==> src/rtl/ftc_pkg.sv <==
package ftc_pkg;

  // Strobes passed from the cadence control to the backlog datapath.
  typedef struct packed {
    logic tick;   // one interval completed
    logic clear;  // CPU read of the counter port
  } ctrlStrobe_t;

endpackage

==> src/rtl/ftc_cadence_ctrl.sv <==
module ftc_cadence_ctrl
  import ftc_pkg::*;
#(
  parameter int LINE_PERIOD = 52,
  parameter int FLY_OFFSET  = 2
) (
  input  logic        clk,
  input  logic        rstN,
  input  logic        lineStrobe,
  input  logic        flybackActive,
  input  logic        readStrobe,
  output ctrlStrobe_t ctrl
);

  localparam int LINE_W = (LINE_PERIOD > 1) ? $clog2(LINE_PERIOD) : 1;
  localparam logic [LINE_W-1:0] LINE_LAST = LINE_W'(LINE_PERIOD - 1);
  localparam logic [LINE_W-1:0] LINE_LOAD = LINE_W'(LINE_PERIOD - FLY_OFFSET);

  logic [LINE_W-1:0] lineCnt;
  logic              flyPrev;
  logic              flyOnset;
  logic              atLast;
  logic              tickQ;

  assign flyOnset = flybackActive && !flyPrev;
  assign atLast   = (lineCnt == LINE_LAST);

  always_ff @(posedge clk or negedge rstN) begin
    if (!rstN) begin
      flyPrev <= 1'b0;
    end else begin
      flyPrev <= flybackActive;
    end
  end

  // Line counter: onset reloads so the tick lands FLY_OFFSET lines later.
  always_ff @(posedge clk or negedge rstN) begin
    if (!rstN) begin
      lineCnt <= '0;
    end else if (flyOnset) begin
      lineCnt <= LINE_LOAD;
    end else if (lineStrobe) begin
      lineCnt <= atLast ? '0 : lineCnt + LINE_W'(1);
    end
  end

  // Single-cycle tick from the terminal-count edge.
  always_ff @(posedge clk or negedge rstN) begin
    if (!rstN) begin
      tickQ <= 1'b0;
    end else begin
      tickQ <= lineStrobe && atLast && !flyOnset;
    end
  end

  always_comb begin
    ctrl.tick  = tickQ;
    ctrl.clear = readStrobe;
  end

endmodule

==> src/rtl/ftc_backlog_path.sv <==
module ftc_backlog_path
  import ftc_pkg::*;
#(
  parameter int CNT_W  = 4,
  parameter int DATA_W = 8
) (
  input  logic              clk,
  input  logic              rstN,
  input  ctrlStrobe_t       ctrl,
  output logic              irqReq,
  output logic [DATA_W-1:0] readData
);

  localparam logic [CNT_W-1:0] CNT_MAX = '1;

  logic [CNT_W-1:0] backlog;

  // Clear wins over a coincident tick: that tick is dropped.
  always_ff @(posedge clk or negedge rstN) begin
    if (!rstN) begin
      backlog <= '0;
    end else if (ctrl.clear) begin
      backlog <= '0;
    end else if (ctrl.tick && (backlog != CNT_MAX)) begin
      backlog <= backlog + CNT_W'(1);
    end
  end

  assign irqReq   = |backlog;
  assign readData = DATA_W'(backlog);

endmodule

==> src/rtl/frame_tick_counter.sv <==
module frame_tick_counter
  import ftc_pkg::*;
#(
  parameter int LINE_PERIOD = 52,
  parameter int FLY_OFFSET  = 2,
  parameter int CNT_W       = 4,
  parameter int DATA_W      = 8
) (
  input  logic              clk,
  input  logic              rstN,
  input  logic              lineStrobe,
  input  logic              flybackActive,
  input  logic              readStrobe,
  output logic              irqReq,
  output logic [DATA_W-1:0] readData
);

  ctrlStrobe_t ctrl;

  ftc_cadence_ctrl #(
    .LINE_PERIOD (LINE_PERIOD),
    .FLY_OFFSET  (FLY_OFFSET)
  ) ctrl_i (
    .clk           (clk),
    .rstN          (rstN),
    .lineStrobe    (lineStrobe),
    .flybackActive (flybackActive),
    .readStrobe    (readStrobe),
    .ctrl          (ctrl)
  );

  ftc_backlog_path #(
    .CNT_W  (CNT_W),
    .DATA_W (DATA_W)
  ) path_i (
    .clk      (clk),
    .rstN     (rstN),
    .ctrl     (ctrl),
    .irqReq   (irqReq),
    .readData (readData)
  );

endmodule

==> config.mk <==
export PLATFORM = sky130hd
export DESIGN_NAME = frame_tick_counter
export DESIGN_NICKNAME = d
export VERILOG_FILES = /design/src/rtl/ftc_pkg.sv /design/src/rtl/ftc_cadence_ctrl.sv /design/src/rtl/ftc_backlog_path.sv /design/src/rtl/frame_tick_counter.sv
export SDC_FILE = /design/constraint.sdc
export NUM_CORES = 1
export LEC_CHECK = 0
export CAP_MARGIN = 15
export CORE_MARGIN = 5
export CORE_UTILIZATION = 48
export CTS_CLUSTER_SIZE = 8
export DETAILED_ROUTE_END_ITERATION = 8
export PLACE_DENSITY_LB_ADDON = 0.08
export SYNTH_ARGS = -nofsm -noshare
export SYNTH_HDL_FRONTEND = slang
export SYNTH_SLANG_ARGS = --single-unit
==> constraint.sdc <==
create_clock -name clk -period 1.6 [get_ports clk]
set_input_delay 0.48 -clock clk [delete_from_list [all_inputs] [get_ports clk]]
set_output_delay 0.48 -clock clk [all_outputs]
set_load 0.005 [all_outputs]
Word level (Yosys, flattened, before mapping)

Index checks and enable logic that the tools add are counted.

Logic and storage cells: 22
Output and inout port bits: 9
Register bits: 12
Input port bits: 5

Add/sub/neg operators: 2
Reduce and logical (&&, ||, !) cells: 9
Equal/unequal tests: 2
Mux-type cells: 5

Operators with widths:

| operator                                      | count |
|---|---|
| 2-to-1 mux 6 bit                              | 3 |
| 2-to-1 mux 4 bit                              | 2 |
| adder 6 x 1 -> 6 bit (second input constant)  | 1 |
| == test 6 bit (second input constant)         | 1 |
| adder 4 x 1 -> 4 bit (second input constant)  | 1 |
| logical AND 1 bit                             | 4 |
| inequality test 4 bit (second input constant) | 1 |
| nonzero test 2 bit                            | 2 |
| OR reduction 4 bit                            | 1 |
| logical NOT 1 bit                             | 2 |

Depth between registers and ports, before layout

Gate-level depths: netlist of the first run.

Word-level depth: 4
Mapped depth: 4
Mapped depth without buffers: 4

Modules after synthesis

A second synthesis of the first run with hierarchy kept.

Cells, all modules: 71
Area total of the unflattened synthesis: 695.7 sq um

By module, submodules not included:

| module           | instances | seq. area each (sq um) | area an instance (sq um) | cells an instance |
|---|---|---|---|---|
| ftc_cadence_ctrl | 1         | 200.2                  | 406.6                    | 42 |
| ftc_backlog_path | 1         | 100.1                  | 289.0                    | 29 |

Worst setup path before layout of the first run

No wires, ideal clock.

Path kind: register to register
Start point: register path_i.backlog[0]
End point: register path_i.backlog[0]
Cell stages (with the launch flop): 4
Period minus slack after synthesis: 1.363 ns
Path buffers: 0
Library setup time: 0.125 ns
Setup slack: 0.237 ns
Data arrival time: 1.238 ns
Path through: dfrtp_1 > ha_1 > a31oi_1 > mux2_2

Longest elaborated chain between the ends: 3
Elaborated cells between the ends (all ways): 6
Those cells by class: add/sub: 1; eq/ne: 1; mux: 2; reduce/logical: 2

Ends and longest elaborated chain:

| item                                                          | RTL line                                       | RTL |
|---|---|---|
| start, declared                                               | ftc_backlog_path.sv:16                         | `logic [CNT_W-1:0] backlog;` |
| start signal, assigned                                        | ftc_backlog_path.sv:25                         | `backlog <= backlog + CNT_W'(1);` |
| adder 4 x 1 -> 4 bit or inequality test 4 bit (tied branches) | ftc_backlog_path.sv:25, ftc_backlog_path.sv:24 |  |
| 2-to-1 mux 4 bit or logical AND 1 bit (tied branches)         | ftc_backlog_path.sv:24                         | `end else if (ctrl.tick && (backlog != CNT_MAX)) begin` |
| 2-to-1 mux 4 bit or nonzero test 2 bit (tied branches)        | n/a                                            |  |

Several ways; a longest one is shown, not always the timed one. The select of a mux whose other input is x is not followed.
A chain may end at the register's enable or synchronous reset.

Final worst setup path of the first run

Start point: register path_i.backlog[0]
End point: output readData[0]

RTL lines:

| item          | RTL line                 | RTL |
|---|---|---|
| end, declared | frame_tick_counter.sv:15 | `output logic [DATA_W-1:0] readData` |

No word-level cell between the ends.

==> results of run 1 <==
[power by group]
part | leakage (nW) | total [W] | switching (W) | internal [W]
registers | 0.152 | 0.000406 | 0.0000571 | 0.000349
clock network | 0.0138 | 0.000180 | 0.0000924 | 0.0000872
logic | 0.227 | 0.000181 | 0.0000838 | 0.0000976
total | 0.393 | 0.000767 | 0.000233 | 0.000534
[cells in the mapped netlist, types with 2 or more instances]
cell,n
sky130_fd_sc_hd__nand2_1,4
sky130_fd_sc_hd__nand3b_1,3
sky130_fd_sc_hd__nand3_1,3
sky130_fd_sc_hd__mux2i_1,3
sky130_fd_sc_hd__nand2b_1,3
sky130_fd_sc_hd__nor2_1,3
sky130_fd_sc_hd__mux2_2,2
sky130_fd_sc_hd__buf_4,4
sky130_fd_sc_hd__ha_1,3
sky130_fd_sc_hd__dfrtp_1,12
sky130_fd_sc_hd__inv_1,5
sky130_fd_sc_hd__nor3_1,4
sky130_fd_sc_hd__a21oi_1,2
sky130_fd_sc_hd__o21ai_0,3
sky130_fd_sc_hd__nand4_1,3
[final cells by class]
| type | instances | area [sq um] |
|---|---|---|
| repair buffers | 16 | 133 |
| fillers | 116 | 478 |
| well taps | 15 | 18.8 |
| multi-input cells | 49 | 330 |
| inverters | 5 | 18.8 |
| flip-flops and latches | 12 | 300 |
| clock buffers | 3 | 22.5 |
[sequential cells by signal (all words and copies together), names as in the netlist]
register and count:
ctrl_i.lineCnt 6, path_i.backlog 4, ctrl_i.flyPrev 1, ctrl_i.tickQ 1
[final timing paths]
kind | cells past startpoint | slack [ns] | to | start
max in group asynchronous | 2 | 0.95 | path_i.backlog[1] | rstN
max reg2reg | 4 | 0.09 | path_i.backlog[0] | path_i.backlog[0]
min in group clk | 1 | 0.56 | ctrl_i.lineCnt[5] | ctrl_i.lineCnt[5]
min reg2reg | 1 | 0.56 | ctrl_i.lineCnt[5] | ctrl_i.lineCnt[5]
max | 2 | 0.06 | readData[0] | path_i.backlog[0]
min | 2 | 0.50 | ctrl_i.lineCnt[0] | rstN
[timing repair]
action | 4_1_cts | 5_1_grt
hold endpoints to repair | 0 | 0
gates resized for setup | 6 | 4
gates cloned | 0 | 0
pin swaps | 0 | 0
endpoints found under the setup margin | 5 | 2
setup buffers | 1 | 0
[layer usage]
layer  track usage, %  wire length (microns)
met5                0                      0
met4             9.94                     39
met1             17.6                    570
met2             24.9                    614
met3             2.30                    100
[cells by family after synthesis]
group                      synth area share (%)
and+or+nand+nor                            22.8
DFF                                        44.9
other                                     0.561
AOI/OAI and AO/OA                          8.24
xor gates and xnor gates                   1.31
muxes                                      7.87
adders and majority gates                  5.62
buffers and inverters                      8.61
[critical path, cell delays in order, from the launching register on]
cell                            delay [ns]
sky130_fd_sc_hd__dfrtp_1              0.39
sky130_fd_sc_hd__buf_4                0.15
sky130_fd_sc_hd__dlygate4sd2_1        0.25
[stage by stage]
step	total power, W	instance area (sq um)	instances
3_3_place_gp	0.000586	795	96
2_1_floorplan	0.000525	679	72
5_1_grt	0.000827	823	100
3_5_place_dp	0.000594	795	96
4_1_cts	0.000771	818	100
6_report	0.000767	823	100
==> flow_summary.html, run 1 <==
<table>
<tr><th>Metric</th><th>Value</th></tr>
<tr><th colspan="2">Yosys</th></tr>
<tr><td>Per-instance average area after synthesis</td><td>9.68 sq um</td></tr>
<tr><td>Synth top area share</td><td>44.9%</td></tr>
<tr><td>Number of synthesis warnings</td><td>0</td></tr>
<tr><td>Cell taking the most area after synthesis</td><td>sky130_fd_sc_hd__dfrtp_1</td></tr>
<tr><td>Post-synthesis sequential element count</td><td>12</td></tr>
<tr><td>Post-synth EDFFs</td><td>0</td></tr>
<tr><td>Combined area of all synthesized cells</td><td>668 sq um</td></tr>
<tr><td>Synth cell types</td><td>27</td></tr>
<tr><td>Primary flip-flop cell chosen by synthesis mapping</td><td>sky130_fd_sc_hd__dfrtp_1</td></tr>
<tr><td>Post-synthesis cell count</td><td>69</td></tr>
<tr><td>Largest cells by area after synthesis</td><td>sky130_fd_sc_hd__dfrtp_1, sky130_fd_sc_hd__ha_1, sky130_fd_sc_hd__mux2i_1</td></tr>
<tr><td>Proportion of synthesized flip-flops having asynchronous set or reset</td><td>100%</td></tr>
<tr><td>Share of the yosys chip area belonging to registers</td><td>44.9%</td></tr>
<tr><th colspan="2">Layout</th></tr>
<tr><td>Commonest non-fill, non-tap cells in the layout</td><td>sky130_fd_sc_hd__dfrtp_1, sky130_fd_sc_hd__buf_4</td></tr>
<tr><td>Total Nets Final</td><td>95</td></tr>
<tr><td>Ant diodes</td><td>0</td></tr>
<tr><td>Commonest non-fill, non-tap cell in the layout</td><td>sky130_fd_sc_hd__dfrtp_1</td></tr>
<tr><td>Area growth, synth to finish</td><td>23.2%</td></tr>
<tr><td>Core utilization of the finished layout</td><td>63.3%</td></tr>
<tr><td>Proportion of layout cells with a drive suffix above 1</td><td>18.8%</td></tr>
<tr><th colspan="2">Power</th></tr>
<tr><td>PD cells</td><td>932 nW/um^2</td></tr>
<tr><td>Largest voltage drop on the vdd net</td><td>497 uV</td></tr>
<tr><td>Leak</td><td>0.393 nW</td></tr>
<tr><th colspan="2">STA</th></tr>
<tr><td>Clock period minus final worst setup slack</td><td>1.54 ns</td></tr>
<tr><td>Hold slack</td><td>0.498 ns</td></tr>
<tr><td>Highest attainable clock frequency</td><td>0.649 GHz</td></tr>
<tr><td>Portion of the clock cycle consumed by the worst path in the final layout</td><td>96.4%</td></tr>
<tr><td>Unrepaired setup endpoints after global routing</td><td>false</td></tr>
<tr><td>Setup clock skew after layout</td><td>0.000258 ns</td></tr>
<tr><td>Number of failing hold endpoints at the final stage</td><td>0</td></tr>
<tr><td>Final worst-path setup slack</td><td>0.0582 ns</td></tr>
<tr><td>Count of final setup violators</td><td>0</td></tr>
<tr><td>Final TNS setup</td><td>0 ns</td></tr>
<tr><td>Slew Viols, Final</td><td>0</td></tr>
<tr><th colspan="2">Clocking</th></tr>
<tr><td>Hold buffer count at cts</td><td>0</td></tr>
<tr><td>H-tree lvl count</td><td>1</td></tr>
<tr><td>Clock latency at the later pin of the worst-skew pair</td><td>0.27 ns</td></tr>
<tr><td>TritonCTS buffer count</td><td>3</td></tr>
<tr><td>Clk Tree Root Cell</td><td>sky130_fd_sc_hd__clkbuf_4</td></tr>
<tr><td>Number of clock sinks</td><td>12</td></tr>
<tr><td>Max Buffers Root-to-Sink</td><td>2</td></tr>
<tr><td>Clock edge transition at the registers on the reported setup and hold paths</td><td>0.07 ns</td></tr>
<tr><td>TritonCTS clock tree</td><td>done</td></tr>
<tr><th colspan="2">Routing</th></tr>
<tr><td>Total Routed Length</td><td>1320 microns</td></tr>
<tr><td>TritonRoute pass-1 iters</td><td>4</td></tr>
<tr><td>DRT antenna net count</td><td>0</td></tr>
<tr><td>Vias</td><td>537</td></tr>
<tr><td>Iter 0 DRT Violations</td><td>7</td></tr>
<tr><td>DRC violations left</td><td>0</td></tr>
<tr><td>Vias per cell</td><td>5.37</td></tr>
<tr><td>Routed wirelength normalized by instance count</td><td>13.2 microns</td></tr>
<tr><th colspan="2">Floorplan</th></tr>
<tr><td>Starting density of the core</td><td>51.3%</td></tr>
<tr><td>Row cnt</td><td>13</td></tr>
<tr><td>Ports placed on the boundary</td><td>14</td></tr>
<tr><td>Placeable Area</td><td>1300 sq um</td></tr>
<tr><td>Die outline area</td><td>2240 sq um</td></tr>
<tr><td>Die Width</td><td>47.3 microns</td></tr>
<tr><td>Die Height</td><td>47.3 microns</td></tr>
<tr><th colspan="2">Global route</th></tr>
<tr><td>Largest net degree at the start of global routing</td><td>13</td></tr>
<tr><td>Global-route wire length before repair</td><td>2280 microns</td></tr>
<tr><td>Total GRT Usage</td><td>15.0%</td></tr>
<tr><td>Sum of overflow across all layers after global routing</td><td>0</td></tr>
<tr><td>Number of global-route vias before repair</td><td>526</td></tr>
<tr><td>Number of antenna violations at the first check in global routing</td><td>0</td></tr>
<tr><th colspan="2">Hold path</th></tr>
<tr><td>Type of the tightest min-delay check</td><td>input port to asynchronous set/reset pin</td></tr>
<tr><th colspan="2">Setup path</th></tr>
<tr><td>Required time worst endpoint</td><td>1.12 ns</td></tr>
<tr><td>Crit start category</td><td>register</td></tr>
<tr><td>Crit. End Element</td><td>output port</td></tr>
<tr><td>Maximum fanout along the worst path</td><td>4</td></tr>
<tr><td>Signal arrival time at the worst endpoint</td><td>1.06 ns</td></tr>
<tr><td>Startpoint-to-endpoint class of the critical path</td><td>register to output port</td></tr>
<tr><th colspan="2">Place</th></tr>
<tr><td>RD Place Congestion</td><td>0.815</td></tr>
<tr><td>DP HPWL</td><td>998 microns</td></tr>
<tr><td>Worst-case setup slack after placement</td><td>-0.0186 ns</td></tr>
<tr><td>Number of port buffers</td><td>9</td></tr>
<tr><th colspan="2">Job</th></tr>
<tr><td>Total of max-cap violations</td><td>0</td></tr>
<tr><th colspan="2">Outcome</th></tr>
<tr><td>Result of the run</td><td>finished clean</td></tr>
</table>
(Power assumes the default switching activity.)
==> run 2: changes to the inputs <==
- ABC_AREA: default -> 1
- CORE_MARGIN: 5 -> 2
==> run 2 against run 1 <==
Effect of this change:
- clock skew up 0.0032 ns
- sequential cell count stayed put
- design area up 5.3%
- worst setup slack better by 0.017 ns
- via count grew 12%
- power rose by 10%
- final cell count is 26% higher
- combinational power increased by 41%
- die area down 20%
- sequential power is 4% higher
- highest routed layer unchanged
==> flow_summary.html, run 2 <==
<table>
<tr><th>Metric</th><th>Value</th></tr>
<tr><th colspan="2">Place</th></tr>
<tr><td>RD Place Congestion</td><td>0.791</td></tr>
<tr><td>Worst-case setup slack after placement</td><td>0.0100 ns</td></tr>
<tr><td>Cell area reported after detailed placement</td><td>837 sq um</td></tr>
<tr><td>DP HPWL</td><td>1050 microns</td></tr>
<tr><td>Number of port buffers</td><td>9</td></tr>
<tr><th colspan="2">Power</th></tr>
<tr><td>Internal power component</td><td>0.000557 W</td></tr>
<tr><td>Leak</td><td>0.485 nW</td></tr>
<tr><td>Switching Fraction</td><td>34.3%</td></tr>
<tr><td>Largest voltage drop on the vdd net</td><td>865 uV</td></tr>
<tr><td>Overall power consumption</td><td>0.000847 W</td></tr>
<tr><td>Net switching power</td><td>0.000290 W</td></tr>
<tr><td>Sequential group share of total power</td><td>50.1%</td></tr>
<tr><td>Clock share of power</td><td>19.8%</td></tr>
<tr><td>PD cells</td><td>977 nW/um^2</td></tr>
<tr><td>Comb pwr share</td><td>30.1%</td></tr>
<tr><th colspan="2">Global route</th></tr>
<tr><td>Routing usage on met2</td><td>26.2%</td></tr>
<tr><td>Global-route wire length before repair</td><td>2430 microns</td></tr>
<tr><td>Sum of overflow across all layers after global routing</td><td>0</td></tr>
<tr><td>Number of global-route vias before repair</td><td>556</td></tr>
<tr><td>Layer carrying the most global-route usage</td><td>met2</td></tr>
<tr><td>Number of antenna violations at the first check in global routing</td><td>0</td></tr>
<tr><td>Total GRT Usage</td><td>18.2%</td></tr>
<tr><td>Largest net degree at the start of global routing</td><td>13</td></tr>
<tr><td>M1 GR Usage</td><td>24.7%</td></tr>
<tr><td>Met3 Resource Use GR</td><td>7.76%</td></tr>
<tr><th colspan="2">Yosys</th></tr>
<tr><td>Cell taking the most area after synthesis</td><td>sky130_fd_sc_hd__dfrtp_1</td></tr>
<tr><td>Post-synthesis compound-gate area fraction</td><td>5.17%</td></tr>
<tr><td>Largest family of logic cells by synthesized area</td><td>simple AND/OR/NAND/NOR gates</td></tr>
<tr><td>Top post-synthesis cells by count</td><td>sky130_fd_sc_hd__nand2_1, sky130_fd_sc_hd__dfrtp_1, sky130_fd_sc_hd__inv_1, sky130_fd_sc_hd__nor2_1, sky130_fd_sc_hd__nand3_1</td></tr>
<tr><td>Synth top area share</td><td>42.8%</td></tr>
<tr><td>Primary flip-flop cell chosen by synthesis mapping</td><td>sky130_fd_sc_hd__dfrtp_1</td></tr>
<tr><td>Share of the synthesized netlist area taken by xor and xnor gates</td><td>3.74%</td></tr>
<tr><td>Adder-cell share of the synthesized area</td><td>5.35%</td></tr>
<tr><td>Multiplexer area fraction after synthesis</td><td>0%</td></tr>
<tr><td>Combined area of all synthesized cells</td><td>702 sq um</td></tr>
<tr><td>Share of the yosys chip area belonging to registers</td><td>42.8%</td></tr>
<tr><td>Per-instance average area after synthesis</td><td>7.63 sq um</td></tr>
<tr><td>Most frequent cell after synthesis</td><td>sky130_fd_sc_hd__nand2_1</td></tr>
<tr><td>Number of synthesis warnings</td><td>0</td></tr>
<tr><td>Proportion of synthesized flip-flops having asynchronous set or reset</td><td>100%</td></tr>
<tr><td>Post-synth EDFFs</td><td>0</td></tr>
<tr><td>Synth cell types</td><td>18</td></tr>
<tr><td>Synthesized-area fraction occupied by and/or/nand/nor cells</td><td>31.2%</td></tr>
<tr><td>Largest cells by area after synthesis</td><td>sky130_fd_sc_hd__dfrtp_1, sky130_fd_sc_hd__nand2_1, sky130_fd_sc_hd__nand3_1</td></tr>
<tr><td>Post-synthesis sequential element count</td><td>12</td></tr>
<tr><td>Post-synthesis cell count</td><td>92</td></tr>
<tr><th colspan="2">Clocking</th></tr>
<tr><td>H-tree lvl count</td><td>1</td></tr>
<tr><td>Max Buffers Root-to-Sink</td><td>2</td></tr>
<tr><td>TritonCTS buffer count</td><td>3</td></tr>
<tr><td>Clock latency at the later pin of the worst-skew pair</td><td>0.26 ns</td></tr>
<tr><td>Clock edge transition at the registers on the reported setup and hold paths</td><td>0.06 ns</td></tr>
<tr><td>TritonCTS clock tree</td><td>done</td></tr>
<tr><td>Clk Tree Root Cell</td><td>sky130_fd_sc_hd__clkbuf_4</td></tr>
<tr><td>Number of clock sinks</td><td>12</td></tr>
<tr><td>Hold buffer count at cts</td><td>0</td></tr>
<tr><th colspan="2">STA</th></tr>
<tr><td>Hold slack</td><td>0.509 ns</td></tr>
<tr><td>Clock period minus final worst setup slack</td><td>1.53 ns</td></tr>
<tr><td>Highest attainable clock frequency</td><td>0.656 GHz</td></tr>
<tr><td>Setup clock skew after layout</td><td>0.00350 ns</td></tr>
<tr><td>Final worst-path setup slack</td><td>0.0748 ns</td></tr>
<tr><td>Portion of the clock cycle consumed by the worst path in the final layout</td><td>95.3%</td></tr>
<tr><td>Number of failing hold endpoints at the final stage</td><td>0</td></tr>
<tr><td>Unrepaired setup endpoints after global routing</td><td>false</td></tr>
<tr><td>Slew Viols, Final</td><td>0</td></tr>
<tr><td>Count of final setup violators</td><td>0</td></tr>
<tr><th colspan="2">Floorplan</th></tr>
<tr><td>Die outline area</td><td>1780 sq um</td></tr>
<tr><td>Placeable Area</td><td>1330 sq um</td></tr>
<tr><td>Row cnt</td><td>13</td></tr>
<tr><td>Die Height</td><td>42.2 microns</td></tr>
<tr><td>Ports placed on the boundary</td><td>14</td></tr>
<tr><td>Starting density of the core</td><td>52.6%</td></tr>
<tr><td>Die Width</td><td>42.2 microns</td></tr>
<tr><th colspan="2">Routing</th></tr>
<tr><td>TritonRoute pass-1 iters</td><td>4</td></tr>
<tr><td>Vias per cell</td><td>4.79</td></tr>
<tr><td>Vias</td><td>603</td></tr>
<tr><td>Iter 0 DRT Violations</td><td>16</td></tr>
<tr><td>DRC violations left</td><td>0</td></tr>
<tr><td>Routed wirelength normalized by instance count</td><td>10.4 microns</td></tr>
<tr><td>Total Routed Length</td><td>1310 microns</td></tr>
<tr><td>DRT antenna net count</td><td>0</td></tr>
<tr><th colspan="2">Layout</th></tr>
<tr><td>Proportion of layout cells with a drive suffix above 1</td><td>19.8%</td></tr>
<tr><td>Register ranked first by flip-flop count</td><td>ctrl_i.lineCnt</td></tr>
<tr><td>Core utilization of the finished layout</td><td>65.0%</td></tr>
<tr><td>Commonest non-fill, non-tap cell in the layout</td><td>sky130_fd_sc_hd__nand2_1</td></tr>
<tr><td>Flip-flop count of the largest register after layout</td><td>6</td></tr>
<tr><td>Ant diodes</td><td>0</td></tr>
<tr><td>Total Nets Final</td><td>121</td></tr>
<tr><td>Area growth, synth to finish</td><td>23.5%</td></tr>
<tr><td>Biggest regs</td><td>ctrl_i.lineCnt: 6 flops, path_i.backlog: 4 flops</td></tr>
<tr><td>Commonest non-fill, non-tap cells in the layout</td><td>sky130_fd_sc_hd__nand2_1, sky130_fd_sc_hd__dfrtp_1, sky130_fd_sc_hd__nor2_1, sky130_fd_sc_hd__nand3_1, sky130_fd_sc_hd__inv_1</td></tr>
<tr><td>Post-layout instance area</td><td>867 sq um</td></tr>
<tr><th colspan="2">Setup path</th></tr>
<tr><td>Startpoint-to-endpoint class of the critical path</td><td>register to output port</td></tr>
<tr><td>Signal arrival time at the worst endpoint</td><td>1.05 ns</td></tr>
<tr><td>Maximum fanout along the worst path</td><td>5</td></tr>
<tr><td>Crit start category</td><td>register</td></tr>
<tr><td>Required time worst endpoint</td><td>1.12 ns</td></tr>
<tr><td>Crit. End Element</td><td>output port</td></tr>
<tr><th colspan="2">Outcome</th></tr>
<tr><td>Result of the run</td><td>finished clean</td></tr>
<tr><th colspan="2">Hold path</th></tr>
<tr><td>Type of the tightest min-delay check</td><td>input port to asynchronous set/reset pin</td></tr>
<tr><th colspan="2">Job</th></tr>
<tr><td>Total of max-cap violations</td><td>0</td></tr>
</table>
run 2: cell types whose count changed in the layout (fill, tap and decap cells not counted), moves of 4 or more:
cell                      before  now
sky130_fd_sc_hd__nand3_1       3   10
sky130_fd_sc_hd__nand2_1       4   23
sky130_fd_sc_hd__nor3_1        4    0
sky130_fd_sc_hd__nor2_1        3   11
sky130_fd_sc_hd__inv_1         4    9
run 2: timing repair:
| item | 4_1_cts | 5_1_grt |
|---|---|---|
| endpoints found under the setup margin | 5 | 2 |
| hold endpoints to repair | 0 | 0 |
| gates resized for setup | 7 | 6 |
| buffers inserted | 2 | 0 |
| pin swaps | 0 | 1 |
| cloned | 0 | 0 |
run 2: area by class of cell:
| cell class | count | area, sq um |
|---|---|---|
| repair buffers | 17 | 140 |
| well taps | 15 | 18.8 |
| multi-input cells | 66 | 337 |
| fillers | 128 | 467 |
| clock buffers | 3 | 22.5 |
| flip-flops and latches | 12 | 300 |
| inverters | 13 | 48.8 |
run 2: final timing paths:
path / startpoint / slack (ns) / cells past startpoint / end
min in group clk: ctrl_i.lineCnt[5] / 0.52 / 2 / ctrl_i.lineCnt[5]
max in group asynchronous: rstN / 0.94 / 2 / path_i.backlog[1]
min: rstN / 0.51 / 2 / path_i.backlog[2]
max reg2reg: path_i.backlog[0] / 0.21 / 7 / path_i.backlog[0]
max: path_i.backlog[1] / 0.07 / 2 / readData[1]
min reg2reg: ctrl_i.lineCnt[5] / 0.52 / 2 / ctrl_i.lineCnt[5]
run 2: routing by layer:
metal	routed length, microns	part of all wire [%]
met5	0	0
met4	12	0.92
met3	65	5.0
met2	559	43
met1	670	51
run 2: metrics by stage:
step | TNS [ns] | instances
floorplan | 0 | 95
global placement | 0 | 121
detailed placement | 0 | 121
CTS | -0.0342 | 126
global route | 0 | 126
finish | 0 | 126
run 2: critical path: stages (launching register included):
cell                            delay, ns
sky130_fd_sc_hd__dfrtp_1             0.40
sky130_fd_sc_hd__buf_6               0.14
sky130_fd_sc_hd__dlygate4sd2_1       0.25
run 2: logic make-up (layout without fill, tap and decap cells):
kind of cell	count (synthesis)	count (layout)
other cells	1	4
fa+ha+maj	3	3
flops	12	12
compound gates	6	6
simple gates	50	50
xor+xnor	3	3
buf+inv	17	33
run 2: power groups by stage:
stage	combinational [W]	clock, W	sequential [W]
2_1_floorplan	0.000187	0	0.000415
3_3_place_gp	0.000244	0	0.000428
3_5_place_dp	0.000257	0	0.000429
4_1_cts	0.000258	0.000178	0.000423
5_1_grt	0.000294	0.000191	0.000439
6_report	0.000255	0.000168	0.000424
==> run 3: changes to the inputs <==
- CORE_UTILIZATION: 48 -> 49
- SYNTH_HIERARCHICAL: default -> 1
==> run 3 against run 2 <==
Effect of this change:
- via count up 2.7%
- final cell count down 0.79%
- largest cell class unchanged
- register-to-register slack better by 0.16 ns
- sequential cell count unchanged
- routed wire length up 6.7%
- utilization up 0.98 points
- sequential power down 11%
- maximum frequency down 1.6%
- clock skew down 0.0015 ns
- highest routed layer unchanged
- first-iteration DRC count up 19%
==> flow_summary.html, run 3 <==
<table>
<tr><th>Metric</th><th>Value</th></tr>
<tr><th colspan="2">Outcome</th></tr>
<tr><td>Result of the run</td><td>finished clean</td></tr>
<tr><th colspan="2">Floorplan</th></tr>
<tr><td>Die Width</td><td>42.8 microns</td></tr>
<tr><td>Die Height</td><td>42.8 microns</td></tr>
<tr><td>Starting density of the core</td><td>54.6%</td></tr>
<tr><td>Ports placed on the boundary</td><td>14</td></tr>
<tr><td>Die outline area</td><td>1830 sq um</td></tr>
<tr><td>Placeable Area</td><td>1350 sq um</td></tr>
<tr><td>Row cnt</td><td>13</td></tr>
<tr><th colspan="2">Setup path</th></tr>
<tr><td>Required time worst endpoint</td><td>1.12 ns</td></tr>
<tr><td>Startpoint-to-endpoint class of the critical path</td><td>register to output port</td></tr>
<tr><td>Crit start category</td><td>register</td></tr>
<tr><td>Signal arrival time at the worst endpoint</td><td>1.07 ns</td></tr>
<tr><td>Crit. End Element</td><td>output port</td></tr>
<tr><td>Maximum fanout along the worst path</td><td>4</td></tr>
<tr><th colspan="2">Layout</th></tr>
<tr><td>Post-layout instance area</td><td>891 sq um</td></tr>
<tr><td>Total Nets Final</td><td>119</td></tr>
<tr><td>Proportion of layout cells with a drive suffix above 1</td><td>20.9%</td></tr>
<tr><td>Post-Layout Cell Count</td><td>125</td></tr>
<tr><td>Commonest non-fill, non-tap cells in the layout</td><td>sky130_fd_sc_hd__nand2_1, sky130_fd_sc_hd__inv_1, sky130_fd_sc_hd__nand3_1, sky130_fd_sc_hd__dfrtp_1, sky130_fd_sc_hd__buf_4</td></tr>
<tr><td>Flip-flop count of the largest register after layout</td><td>6</td></tr>
<tr><td>Area growth, synth to finish</td><td>20.9%</td></tr>
<tr><td>Core utilization of the finished layout</td><td>66.0%</td></tr>
<tr><td>Register ranked first by flip-flop count</td><td>ctrl_i/lineCnt</td></tr>
<tr><td>Ant diodes</td><td>0</td></tr>
<tr><td>Biggest regs</td><td>ctrl_i/lineCnt: 6 flops, path_i/backlog: 4 flops</td></tr>
<tr><td>Commonest non-fill, non-tap cell in the layout</td><td>sky130_fd_sc_hd__nand2_1</td></tr>
<tr><th colspan="2">Yosys</th></tr>
<tr><td>Post-synth EDFFs</td><td>0</td></tr>
<tr><td>Synth top area share</td><td>40.7%</td></tr>
<tr><td>Largest cells by area after synthesis</td><td>sky130_fd_sc_hd__dfrtp_1, sky130_fd_sc_hd__nand3_1, sky130_fd_sc_hd__nand2_1</td></tr>
<tr><td>Proportion of synthesized flip-flops having asynchronous set or reset</td><td>100%</td></tr>
<tr><td>Number of synthesis warnings</td><td>6</td></tr>
<tr><td>Most frequent cell after synthesis</td><td>sky130_fd_sc_hd__nand2_1</td></tr>
<tr><td>Share of the yosys chip area belonging to registers</td><td>40.7%</td></tr>
<tr><td>Per-instance average area after synthesis</td><td>7.92 sq um</td></tr>
<tr><td>Post-synthesis sequential element count</td><td>12</td></tr>
<tr><td>Combined area of all synthesized cells</td><td>737 sq um</td></tr>
<tr><td>Synth cell types</td><td>20</td></tr>
<tr><td>Top post-synthesis cells by count</td><td>sky130_fd_sc_hd__nand2_1, sky130_fd_sc_hd__inv_1, sky130_fd_sc_hd__dfrtp_1, sky130_fd_sc_hd__nand3_1, sky130_fd_sc_hd__buf_4</td></tr>
<tr><td>Primary flip-flop cell chosen by synthesis mapping</td><td>sky130_fd_sc_hd__dfrtp_1</td></tr>
<tr><td>Cell taking the most area after synthesis</td><td>sky130_fd_sc_hd__dfrtp_1</td></tr>
<tr><td>Post-synthesis cell count</td><td>93</td></tr>
<tr><th colspan="2">Clocking</th></tr>
<tr><td>TritonCTS clock tree</td><td>done</td></tr>
<tr><td>Clock latency at the later pin of the worst-skew pair</td><td>0.27 ns</td></tr>
<tr><td>Number of clock sinks</td><td>12</td></tr>
<tr><td>Hold buffer count at cts</td><td>0</td></tr>
<tr><td>Max Buffers Root-to-Sink</td><td>2</td></tr>
<tr><td>Clk Tree Root Cell</td><td>sky130_fd_sc_hd__clkbuf_4</td></tr>
<tr><td>H-tree lvl count</td><td>1</td></tr>
<tr><td>TritonCTS buffer count</td><td>3</td></tr>
<tr><td>Clock edge transition at the registers on the reported setup and hold paths</td><td>0.08 ns</td></tr>
<tr><th colspan="2">Job</th></tr>
<tr><td>Total of max-cap violations</td><td>0</td></tr>
<tr><th colspan="2">Routing</th></tr>
<tr><td>Total Routed Length</td><td>1400 microns</td></tr>
<tr><td>DRC violations left</td><td>0</td></tr>
<tr><td>Vias</td><td>619</td></tr>
<tr><td>Vias per cell</td><td>4.95</td></tr>
<tr><td>DRT antenna net count</td><td>0</td></tr>
<tr><td>Routed wirelength normalized by instance count</td><td>11.2 microns</td></tr>
<tr><td>TritonRoute pass-1 iters</td><td>4</td></tr>
<tr><td>Iter 0 DRT Violations</td><td>19</td></tr>
<tr><th colspan="2">Power</th></tr>
<tr><td>PD cells</td><td>893 nW/um^2</td></tr>
<tr><td>Overall power consumption</td><td>0.000796 W</td></tr>
<tr><td>Largest voltage drop on the vdd net</td><td>716 uV</td></tr>
<tr><td>Leak</td><td>0.504 nW</td></tr>
<tr><th colspan="2">STA</th></tr>
<tr><td>Highest attainable clock frequency</td><td>0.645 GHz</td></tr>
<tr><td>Portion of the clock cycle consumed by the worst path in the final layout</td><td>96.9%</td></tr>
<tr><td>Clock period minus final worst setup slack</td><td>1.55 ns</td></tr>
<tr><td>Slew Viols, Final</td><td>0</td></tr>
<tr><td>Unrepaired setup endpoints after global routing</td><td>false</td></tr>
<tr><td>Setup clock skew after layout</td><td>0.00200 ns</td></tr>
<tr><td>Count of final setup violators</td><td>0</td></tr>
<tr><td>Final TNS setup</td><td>0 ns</td></tr>
<tr><td>Number of failing hold endpoints at the final stage</td><td>0</td></tr>
<tr><th colspan="2">Place</th></tr>
<tr><td>Placed Cells</td><td>120</td></tr>
<tr><td>RD Place Congestion</td><td>0.810</td></tr>
<tr><td>DP HPWL</td><td>1070 microns</td></tr>
<tr><td>Cell area reported after detailed placement</td><td>857 sq um</td></tr>
<tr><td>Number of port buffers</td><td>9</td></tr>
<tr><th colspan="2">Global route</th></tr>
<tr><td>Total GRT Usage</td><td>18.0%</td></tr>
<tr><td>Global-route wire length before repair</td><td>2480 microns</td></tr>
<tr><td>Number of global-route vias before repair</td><td>582</td></tr>
<tr><td>Largest net degree at the start of global routing</td><td>13</td></tr>
<tr><td>Sum of overflow across all layers after global routing</td><td>0</td></tr>
<tr><td>Number of antenna violations at the first check in global routing</td><td>0</td></tr>
<tr><th colspan="2">Hold path</th></tr>
<tr><td>Type of the tightest min-delay check</td><td>input port to asynchronous set/reset pin</td></tr>
</table>
[run 3: cell types whose count changed in the layout (fill, tap and decap cells not counted), sizes merged, moves of 2 or more]
cell	before	now
o21ai	2	6
a21oi	3	1
nand2	25	20
nand3	11	13
nor2	11	4
nand4	3	5
xnor2	2	0
inv	13	16
[run 3: cells by family after synthesis]
group / after synthesis / synth area share [%]
other: 1 / 0.509
flip-flops: 12 / 40.7
buffers and inverters: 23 / 15.3
adder cells (fa/ha/maj): 3 / 5.09
XOR/XNOR: 2 / 2.38
AND/OR/NAND/NOR: 43 / 28.7
AO/OA/AOI/OAI: 9 / 7.30
[run 3: layout make-up]
cell class,count,area (sq um)
timing repair buffer,17,140
inverter,16,60.1
sequential,12,300
multi-input combinational,61,335
fill,126,459
clock buffer,4,36.3
tap,15,18.8
[run 3: through the flow]
stage                     hold slack (ns)  setup WS (ns)
after global routing                0.514        0.00345
after global placement              0.543        0.00132
final                               0.503         0.0494
after CTS                           0.503        -0.0488
after detailed placement            0.549        -0.0300
after floorplan                     0.184          0.380
[run 3: repair_timing]
action                                  CTS  global route
resized for setup                         6             2
gates cloned                              0             0
endpoints found under the setup margin    5             1
buffers inserted                          1             0
[run 3: worst paths after layout]
check | start | end | slack, ns | cells after the start
worst max-delay path | path_i/backlog[1] | readData[1] | 0.05 | 2
worst min register to register | ctrl_i/lineCnt[1] | ctrl_i/lineCnt[1] | 0.56 | 2
max in group asynchronous | rstN | ctrl_i/lineCnt[1] | 0.94 | 2
min in group clk | ctrl_i/lineCnt[1] | ctrl_i/lineCnt[1] | 0.56 | 2
worst max register to register | path_i/backlog[0] | path_i/backlog[0] | 0.37 | 7
worst min-delay path | rstN | path_i/backlog[3] | 0.50 | 2
[run 3: per-layer routing]
metal	vias to the layer above	part of all wire, %	track usage, %
met5	-	0	0
met4	0	1.1	7.50
met3	2	5.2	4.26
met2	16	43	26.7
met1	279	50	25.0
li1	322	-	-
[run 3: power by group]
group	internal (W)	leakage [nW]	switching, W	total (W)
Sequential	0.000338	0.153	0.0000414	0.000379
Combinational	0.0000701	0.330	0.000100	0.000170
Clock	0.000138	0.0210	0.000108	0.000246
Total	0.000546	0.504	0.000250	0.000796
[run 3: critical path: stages, from the launching register on]
cell and delay (ns):
sky130_fd_sc_hd__dfrtp_1 0.39, sky130_fd_sc_hd__buf_4 0.15, sky130_fd_sc_hd__dlygate4sd2_1 0.26
